$ cat src/rtl/lbp_r2_pkg.sv
package lbp_r2_pkg;

    // Window geometry: radius-two neighbourhood gives a 5x5 window, centre at index 2.
    localparam int RAD  = 2;
    localparam int WIN  = 2 * RAD + 1;
    localparam int CTR  = RAD;

    // Interpolation weights in unsigned Q0.8, total 256.
    localparam int FRAC  = 8;
    localparam int SUM_W = 26;
    localparam logic [SUM_W-1:0] W_NEAR = SUM_W'(88);
    localparam logic [SUM_W-1:0] W_MID  = SUM_W'(62);
    localparam logic [SUM_W-1:0] W_FAR  = SUM_W'(44);

    // Per-slot control carried alongside the window.
    typedef struct packed {
        logic tick;
        logic interior;
    } slot_t;

    // Weighted 2x2 blend for one off-grid diagonal sample.
    function automatic logic [SUM_W-1:0] blend4(
        input logic [15:0] near_px,
        input logic [15:0] mid_a,
        input logic [15:0] mid_b,
        input logic [15:0] far_px
    );
        return SUM_W'(near_px) * W_NEAR
             + SUM_W'(mid_a)   * W_MID
             + SUM_W'(mid_b)   * W_MID
             + SUM_W'(far_px)  * W_FAR;
    endfunction

endpackage

$ cat src/rtl/lbp_r2_linebuf.sv
module lbp_r2_linebuf #(
    parameter int PIX_W = 8,
    parameter int DEPTH = 16,
    localparam int AW   = (DEPTH > 1) ? $clog2(DEPTH) : 1
) (
    input  logic             clk,
    input  logic             wr_en,
    input  logic [AW-1:0]    addr,
    input  logic [PIX_W-1:0] din,
    output logic [PIX_W-1:0] dout
);
    logic [PIX_W-1:0] mem [DEPTH];

    // Read-before-write: the old entry is the same column one line earlier.
    assign dout = mem[addr];

    always_ff @(posedge clk) begin
        if (wr_en) begin
            mem[addr] <= din;
        end
    end
endmodule

$ cat src/rtl/lbp_r2_pos.sv
module lbp_r2_pos import lbp_r2_pkg::*; #(
    parameter int IMG_W = 16,
    parameter int ROW_W = 12,
    localparam int COL_W = $clog2(IMG_W)
) (
    input  logic             clk,
    input  logic             rst,
    input  logic             in_valid,
    input  logic             in_sof,
    input  logic             in_sol,
    output logic [COL_W-1:0] cur_col,
    output logic             interior
);
    localparam logic [ROW_W-1:0] ROW_MAX = '1;
    localparam logic [COL_W-1:0] COL_MAX = COL_W'(IMG_W - 1);
    localparam logic [ROW_W-1:0] ROW_MIN = ROW_W'(2 * RAD);
    localparam logic [COL_W-1:0] COL_MIN = COL_W'(2 * RAD);

    logic [ROW_W-1:0] row_q, cur_row;
    logic [COL_W-1:0] col_q;

    always_comb begin
        if (in_sof) begin
            cur_row = '0;
            cur_col = '0;
        end else if (in_sol) begin
            cur_row = (row_q == ROW_MAX) ? row_q : row_q + 1'b1;
            cur_col = '0;
        end else begin
            cur_row = row_q;
            cur_col = (col_q == COL_MAX) ? col_q : col_q + 1'b1;
        end
        interior = (cur_row >= ROW_MIN) && (cur_col >= COL_MIN);
    end

    always_ff @(posedge clk) begin
        if (rst) begin
            row_q <= '0;
            col_q <= '0;
        end else if (in_valid) begin
            row_q <= cur_row;
            col_q <= cur_col;
        end
    end
endmodule

$ cat src/rtl/lbp_r2_window.sv
module lbp_r2_window import lbp_r2_pkg::*; #(
    parameter int PIX_W = 8
) (
    input  logic             clk,
    input  logic             rst,
    input  logic             adv,
    input  logic [PIX_W-1:0] col_in [WIN],
    output logic [PIX_W-1:0] win    [WIN][WIN]
);
    // win[row][col]: row 0 is the oldest line, col WIN-1 the newest column.
    always_ff @(posedge clk) begin
        if (rst) begin
            for (int r = 0; r < WIN; r++) begin
                for (int c = 0; c < WIN; c++) begin
                    win[r][c] <= '0;
                end
            end
        end else if (adv) begin
            for (int r = 0; r < WIN; r++) begin
                for (int c = 0; c < WIN - 1; c++) begin
                    win[r][c] <= win[r][c+1];
                end
                win[r][WIN-1] <= col_in[r];
            end
        end
    end
endmodule

$ cat src/rtl/lbp_r2_core.sv
module lbp_r2_core import lbp_r2_pkg::*; #(
    parameter int PIX_W = 8
) (
    input  logic             clk,
    input  logic             rst,
    input  slot_t            slot_in,
    input  logic [PIX_W-1:0] win [WIN][WIN],
    output logic             code_tick,
    output logic             code_valid,
    output logic [7:0]       code
);
    logic [PIX_W-1:0] ctr_px;
    logic [SUM_W-1:0] ctr_scaled;
    logic [3:0]       axis_bit;
    logic [3:0]       diag_bit;
    logic [7:0]       bits;

    assign ctr_px     = win[CTR][CTR];
    assign ctr_scaled = SUM_W'(ctr_px) << FRAC;

    // Axis samples: d=0 left, 1 bottom, 2 right, 3 top -> code bit 2d.
    for (genvar d = 0; d < 4; d++) begin : g_axis
        localparam int DR = (d == 1) ? RAD : (d == 3) ? -RAD : 0;
        localparam int DC = (d == 0) ? -RAD : (d == 2) ? RAD : 0;
        assign axis_bit[d] = win[CTR+DR][CTR+DC] >= ctr_px;
        assign bits[2*d]   = axis_bit[d];
    end

    // Diagonal samples: d=0 lower-left, 1 lower-right, 2 upper-right, 3 upper-left -> bit 2d+1.
    for (genvar d = 0; d < 4; d++) begin : g_diag
        localparam int DR = (d < 2) ? 1 : -1;
        localparam int DC = (d == 0 || d == 3) ? -1 : 1;
        logic [SUM_W-1:0] sum;
        assign sum = blend4(16'(win[CTR+DR][CTR+DC]),
                            16'(win[CTR+2*DR][CTR+DC]),
                            16'(win[CTR+DR][CTR+2*DC]),
                            16'(win[CTR+2*DR][CTR+2*DC]));
        assign diag_bit[d]   = sum >= ctr_scaled;
        assign bits[2*d+1]   = diag_bit[d];
    end

    always_ff @(posedge clk) begin
        if (rst) begin
            code_tick  <= 1'b0;
            code_valid <= 1'b0;
            code       <= '0;
        end else begin
            code_tick  <= slot_in.tick;
            code_valid <= slot_in.tick & slot_in.interior;
            code       <= (slot_in.tick && slot_in.interior) ? bits : '0;
        end
    end
endmodule

$ cat src/rtl/lbp_r2_gen.sv
module lbp_r2_gen import lbp_r2_pkg::*; #(
    parameter int IMG_W = 16,
    parameter int PIX_W = 8,
    parameter int ROW_W = 12
) (
    input  logic             clk,
    input  logic             rst,
    input  logic             in_valid,
    input  logic             in_sof,
    input  logic             in_sol,
    input  logic [PIX_W-1:0] in_pix,
    output logic             code_tick,
    output logic             code_valid,
    output logic [7:0]       code
);
    localparam int COL_W = $clog2(IMG_W);
    localparam int NLB   = WIN - 1;

    logic [COL_W-1:0] cur_col;
    logic             interior;
    logic [PIX_W-1:0] chain  [NLB];
    logic [PIX_W-1:0] col_vec[WIN];
    logic [PIX_W-1:0] win    [WIN][WIN];
    slot_t            slot_q;

    lbp_r2_pos #(.IMG_W(IMG_W), .ROW_W(ROW_W)) u_pos (
        .clk(clk), .rst(rst), .in_valid(in_valid), .in_sof(in_sof),
        .in_sol(in_sol), .cur_col(cur_col), .interior(interior)
    );

    // Cascade of line stores: store k outputs the row k+1 lines above the input.
    for (genvar k = 0; k < NLB; k++) begin : g_lb
        logic [PIX_W-1:0] lb_din;
        if (k == 0) begin : g_head
            assign lb_din = in_pix;
        end else begin : g_link
            assign lb_din = chain[k-1];
        end
        lbp_r2_linebuf #(.PIX_W(PIX_W), .DEPTH(IMG_W)) u_lb (
            .clk(clk), .wr_en(in_valid), .addr(cur_col),
            .din(lb_din), .dout(chain[k])
        );
        assign col_vec[WIN-2-k] = chain[k];
    end
    assign col_vec[WIN-1] = in_pix;

    lbp_r2_window #(.PIX_W(PIX_W)) u_win (
        .clk(clk), .rst(rst), .adv(in_valid), .col_in(col_vec), .win(win)
    );

    always_ff @(posedge clk) begin
        if (rst) begin
            slot_q <= '0;
        end else begin
            slot_q.tick     <= in_valid;
            slot_q.interior <= interior;
        end
    end

    lbp_r2_core #(.PIX_W(PIX_W)) u_core (
        .clk(clk), .rst(rst), .slot_in(slot_q), .win(win),
        .code_tick(code_tick), .code_valid(code_valid), .code(code)
    );
endmodule

$ cat config.mk
export PLATFORM = sky130hd
export DESIGN_NAME = lbp_r2_gen
export DESIGN_NICKNAME = d
export VERILOG_FILES = /design/src/rtl/lbp_r2_pkg.sv /design/src/rtl/lbp_r2_linebuf.sv /design/src/rtl/lbp_r2_pos.sv /design/src/rtl/lbp_r2_window.sv /design/src/rtl/lbp_r2_core.sv /design/src/rtl/lbp_r2_gen.sv
export SDC_FILE = /design/constraint.sdc
export NUM_CORES = 2
export LEC_CHECK = 0
export BUFFER_PORTS_ARGS = -buffer_cell sky130_fd_sc_hd__buf_4
export CORE_UTILIZATION = 50
export DETAILED_ROUTE_END_ITERATION = 12
export PLACE_DENSITY = 0.65
export SLEW_MARGIN = 20
export SYNTH_ARGS = -nofsm -noshare
export SYNTH_HDL_FRONTEND = slang
export SYNTH_SLANG_ARGS = --single-unit
$ cat constraint.sdc
create_clock -name clk -period 8.89 [get_ports clk]
set_input_delay 1.778 -clock clk [delete_from_list [all_inputs] [get_ports clk]]
set_output_delay 1.778 -clock clk [all_outputs]
set_load 0.03 [all_outputs]
==> impl_results.rst <==
.. list-table::
   :header-rows: 1

   * - Metric
     - Value
   * - Result of the run
     - completed
   * - Die Height
     - 309 microns
   * - Initial antenna violation count
     - 3
   * - Finished Cell Area
     - 51,300 sq um
   * - Row Count
     - 112
   * - Placed Instance Area
     - 48,700 sq um
   * - Power per Cell Area
     - 205 nW/um^2
   * - Max stage delay on crit path
     - 0.54 ns
   * - First-iteration detailed-routing DRC count
     - 1,791
   * - Inst Count DP
     - 5,464
   * - Synth Warn #
     - 0
   * - # nets final
     - 5,023
   * - Least-Margin Pin Slew
     - 1.13 ns
   * - Top cells by count, synth
     - 520 x inv_1, 512 x edfxtp_1, 486 x ha_1
   * - CP max-delay cell
     - fa_1
   * - Die ar.
     - 95,300 sq um
   * - Total negative slack for setup checks
     - 0 ns
   * - Routed Wire Length
     - 107 mm
   * - Pin count of the biggest net entering global routing
     - 110
   * - Count of filler cells inserted in the layout
     - 7,964
   * - Ratio of final minimum period to clock period
     - 84.3%
   * - H-tree levels
     - 3
   * - Count of vias placed by the detailed router
     - 31,200
   * - Via count of the first global-routing pass
     - 30,900
   * - RSZ-0062 raised after global routing
     - false
   * - Wire length of the first global-routing pass
     - 171 mm
   * - Data required, critical path
     - 9.43 ns
   * - Share of power burned in registers
     - 36.3%
   * - Kind of end point of the critical path
     - register
   * - Core footprint
     - 93,200 sq um
   * - Count of cell types in the netlist
     - 76
   * - Buffers on Ports
     - 22
   * - Maximum count of clock buffers along a single path
     - 3
   * - Number of storage elements in the synthesis netlist
     - 740
   * - Switching part of the total power
     - 32.6%
   * - Clock Power Share
     - 31.0%
   * - Post-Place Worst Slack
     - 1.38 ns
   * - Post-synthesis cell count
     - 4,276
   * - Final count of hold timing violations
     - 0
   * - Setup bufs post-CTS
     - 0
   * - Fraction of post-synthesis cell area in the top cell type by area
     - 32.7%
   * - Horizontal die dimension
     - 309 microns
   * - Effective utilization at floorplan
     - 50.5%
   * - Maximum resistive drop on vdd
     - 0.000218 V
   * - Library cell with the largest summed area after synthesis
     - edfxtp_1
   * - Top_reg_cell synth
     - edfxtp_1
   * - Mapped Nets
     - 5,007
   * - Routed length per instance
     - 19.1 microns
   * - Worst-Skew Late Latency
     - 0.67 ns
   * - Final critical-path required period
     - 7.50 ns
   * - Switching power of the nets
     - 3430 uW
   * - Async set-or-reset flop fraction in the synthesized netlist
     - 0%
   * - Total global-route track usage
     - 22.9%
   * - Worst slew slack as a fraction of its limit
     - 24.5%
   * - EDFF count, synth
     - 512
   * - Number of buffers inserted by hold repair at cts
     - 0
   * - Final instance count without filler cells
     - 5,611
   * - Critical Path Source Type
     - register
   * - Mapped Area
     - 47,000 sq um
   * - Signal arrival time at the worst endpoint
     - 8.04 ns
   * - Hold Crit Class
     - register to register
   * - Design internal power
     - 7090 uW
   * - FMAX
     - 0.133 GHz
   * - Synth-to-Final Area Change
     - 9.06%
   * - Detail Route Antenna Nets
     - 0
   * - Final worst clock skew
     - 0.0509 ns
   * - Register area share after synthesis
     - 42.4%
   * - Num CTS Buffers
     - 80
   * - Clock transition at the registers of the reported paths
     - 0.06 ns
   * - Max-cap violation count
     - 0
   * - Ratio of cells with drive above 1 in the final layout
     - 5.90%
   * - CTS tree
     - done
   * - Cells taking the most area after synthesis
     - edfxtp_1 33%, ha_1 13%, fa_1 9.9%
   * - Worst setup path class
     - register to register
   * - Mean instance size in the synthesized netlist
     - 11.0 sq um
   * - Design Power
     - 10,500 uW
   * - Leakage component of the power
     - 0.0228 uW
   * - I/O pin count
     - 23
   * - Estimated wirelength of the detail-placed design
     - 73.5 mm
   * - Clock root buffer
     - clkbuf_16
   * - Clock sink total
     - 740
   * - Number of detailed-routing iterations run before antenna repair
     - 6
   * - Most common cell in the synthesized netlist
     - inv_1
   * - Overflow after GRT
     - 0
   * - Final WS setup
     - 1.39 ns
   * - Total DRC errors in the routed layout
     - 0
   * - Largest fanout on the critical path
     - 5
   * - Slew Viols, Final
     - 0
   * - Number of cells upsized or downsized after cts
     - 0
   * - Fraction of power consumed by combinational cells
     - 32.7%
   * - # setup viols final
     - 0
   * - Per-cell via count in the routed design
     - 5.57
   * - Routability Congestion
     - 0.863
power groups by stage:
stage,Sequential [uW],Clock (uW),Combinational (uW)
after floorplan,3860,0,2660
after global placement,3890,0,3370
after detailed placement,3890,0,3430
after CTS,3820,3320,3460
after global routing,3820,3460,3880
final,3820,3260,3440
routing by layer:
metal	wire [microns]	part of all wire [%]	vias to the layer above	global-route usage, %
li1	-	-	15100	-
met1	48100	45	15300	30.9
met2	51200	48	654	39.1
met3	4950	4.6	163	2.53
met4	2670	2.5	4	6.31
met5	28	0.026	-	0
flip-flops by register name, summed over array words and instances, names as in the netlist:
signal / flops
g_lb.u_lb.mem: 512
u_win.win: 200
u_pos.row_q: 12
u_core.code: 8
u_pos.col_q: 4
slot_q: 2
u_core.code_tick: 1
u_core.code_valid: 1
worst paths after layout:
check                endpoint           from  slack, ns  cells past startpoint
max            u_core.code[1]  u_win.win[25]       1.39                     31
min          u_core.code_tick      slot_q[1]       0.47                      1
max reg2reg    u_core.code[1]  u_win.win[25]       1.39                     31
min reg2reg  u_core.code_tick      slot_q[1]       0.47                      1
metrics by stage:
step	util, %	hold WS [ns]
2_1_floorplan	-	0.444
3_3_place_gp	52.2	0.456
3_5_place_dp	52.2	0.454
4_1_cts	55.0	0.462
5_1_grt	55.0	0.484
6_report	55.0	0.471
cells in the final DEF, fill, tap and decap left out, drive strengths merged, types with 8 or more instances in the layout:
cell     netlist  layout
mux4           8       8
a2111oi       11      11
nor4          26      26
nand3         47      47
o211ai        13      13
a21o          75      75
a21oi        249     249
a211oi        17      17
nor2b         37      37
or3           27      27
o21ai        137     137
nand2b        29      29
nor2         351     351
o22ai         41      41
mux2          31      31
mux2i        268     268
clkbuf        57     114
nand2        279     279
and3          14      14
o221ai         9       9
a222oi        10      10
a221oi        38      38
nand4         27      27
a31oi         10      10
ha           486     486
xnor2        103     103
o21a          34      34
inv          520     521
o21bai         9       9
buf           67      57
or2           10      10
nor3          44      44
or4           18      18
edfxtp       512     512
xor2          87      87
a21boi         9       9
fa           232     232
dfxtp        228     228
clkinv         1      24
a311oi        15      15
area by class of cell:
type                    instances  area, sq um  area share (%)
well taps                    1254         1570            3.06
inverters                     521         1960            3.81
clock buffers                 113         2180            4.24
repair buffers                 58          462           0.900
flip-flops and latches        740        19900            38.9
multi-input cells            2891        24700            48.3
clock inverters                33          433           0.844
diodes                          1         2.50         0.00488
logic make-up after synthesis:
group | count (synthesis) | share of synthesized area (%)
AOI/OAI and AO/OA | 733 | 9.92
xor gates and xnor gates | 190 | 3.54
adders and majority gates | 718 | 22.8
buffers and inverters | 645 | 5.28
DFF | 740 | 42.4
muxes | 307 | 6.85
and+or+nand+nor | 943 | 9.20
worst max-delay path, delay by kind of cell (launching register included):
kind                       cells  cell delay, ns
AOI/OAI and AO/OA             10            1.78
xor gates and xnor gates       3            0.40
adders and majority gates      8            3.20
buffers and inverters          3            0.16
DFF                            1            0.42
and+or+nand+nor                7            1.41
(Power assumes the default switching activity.)
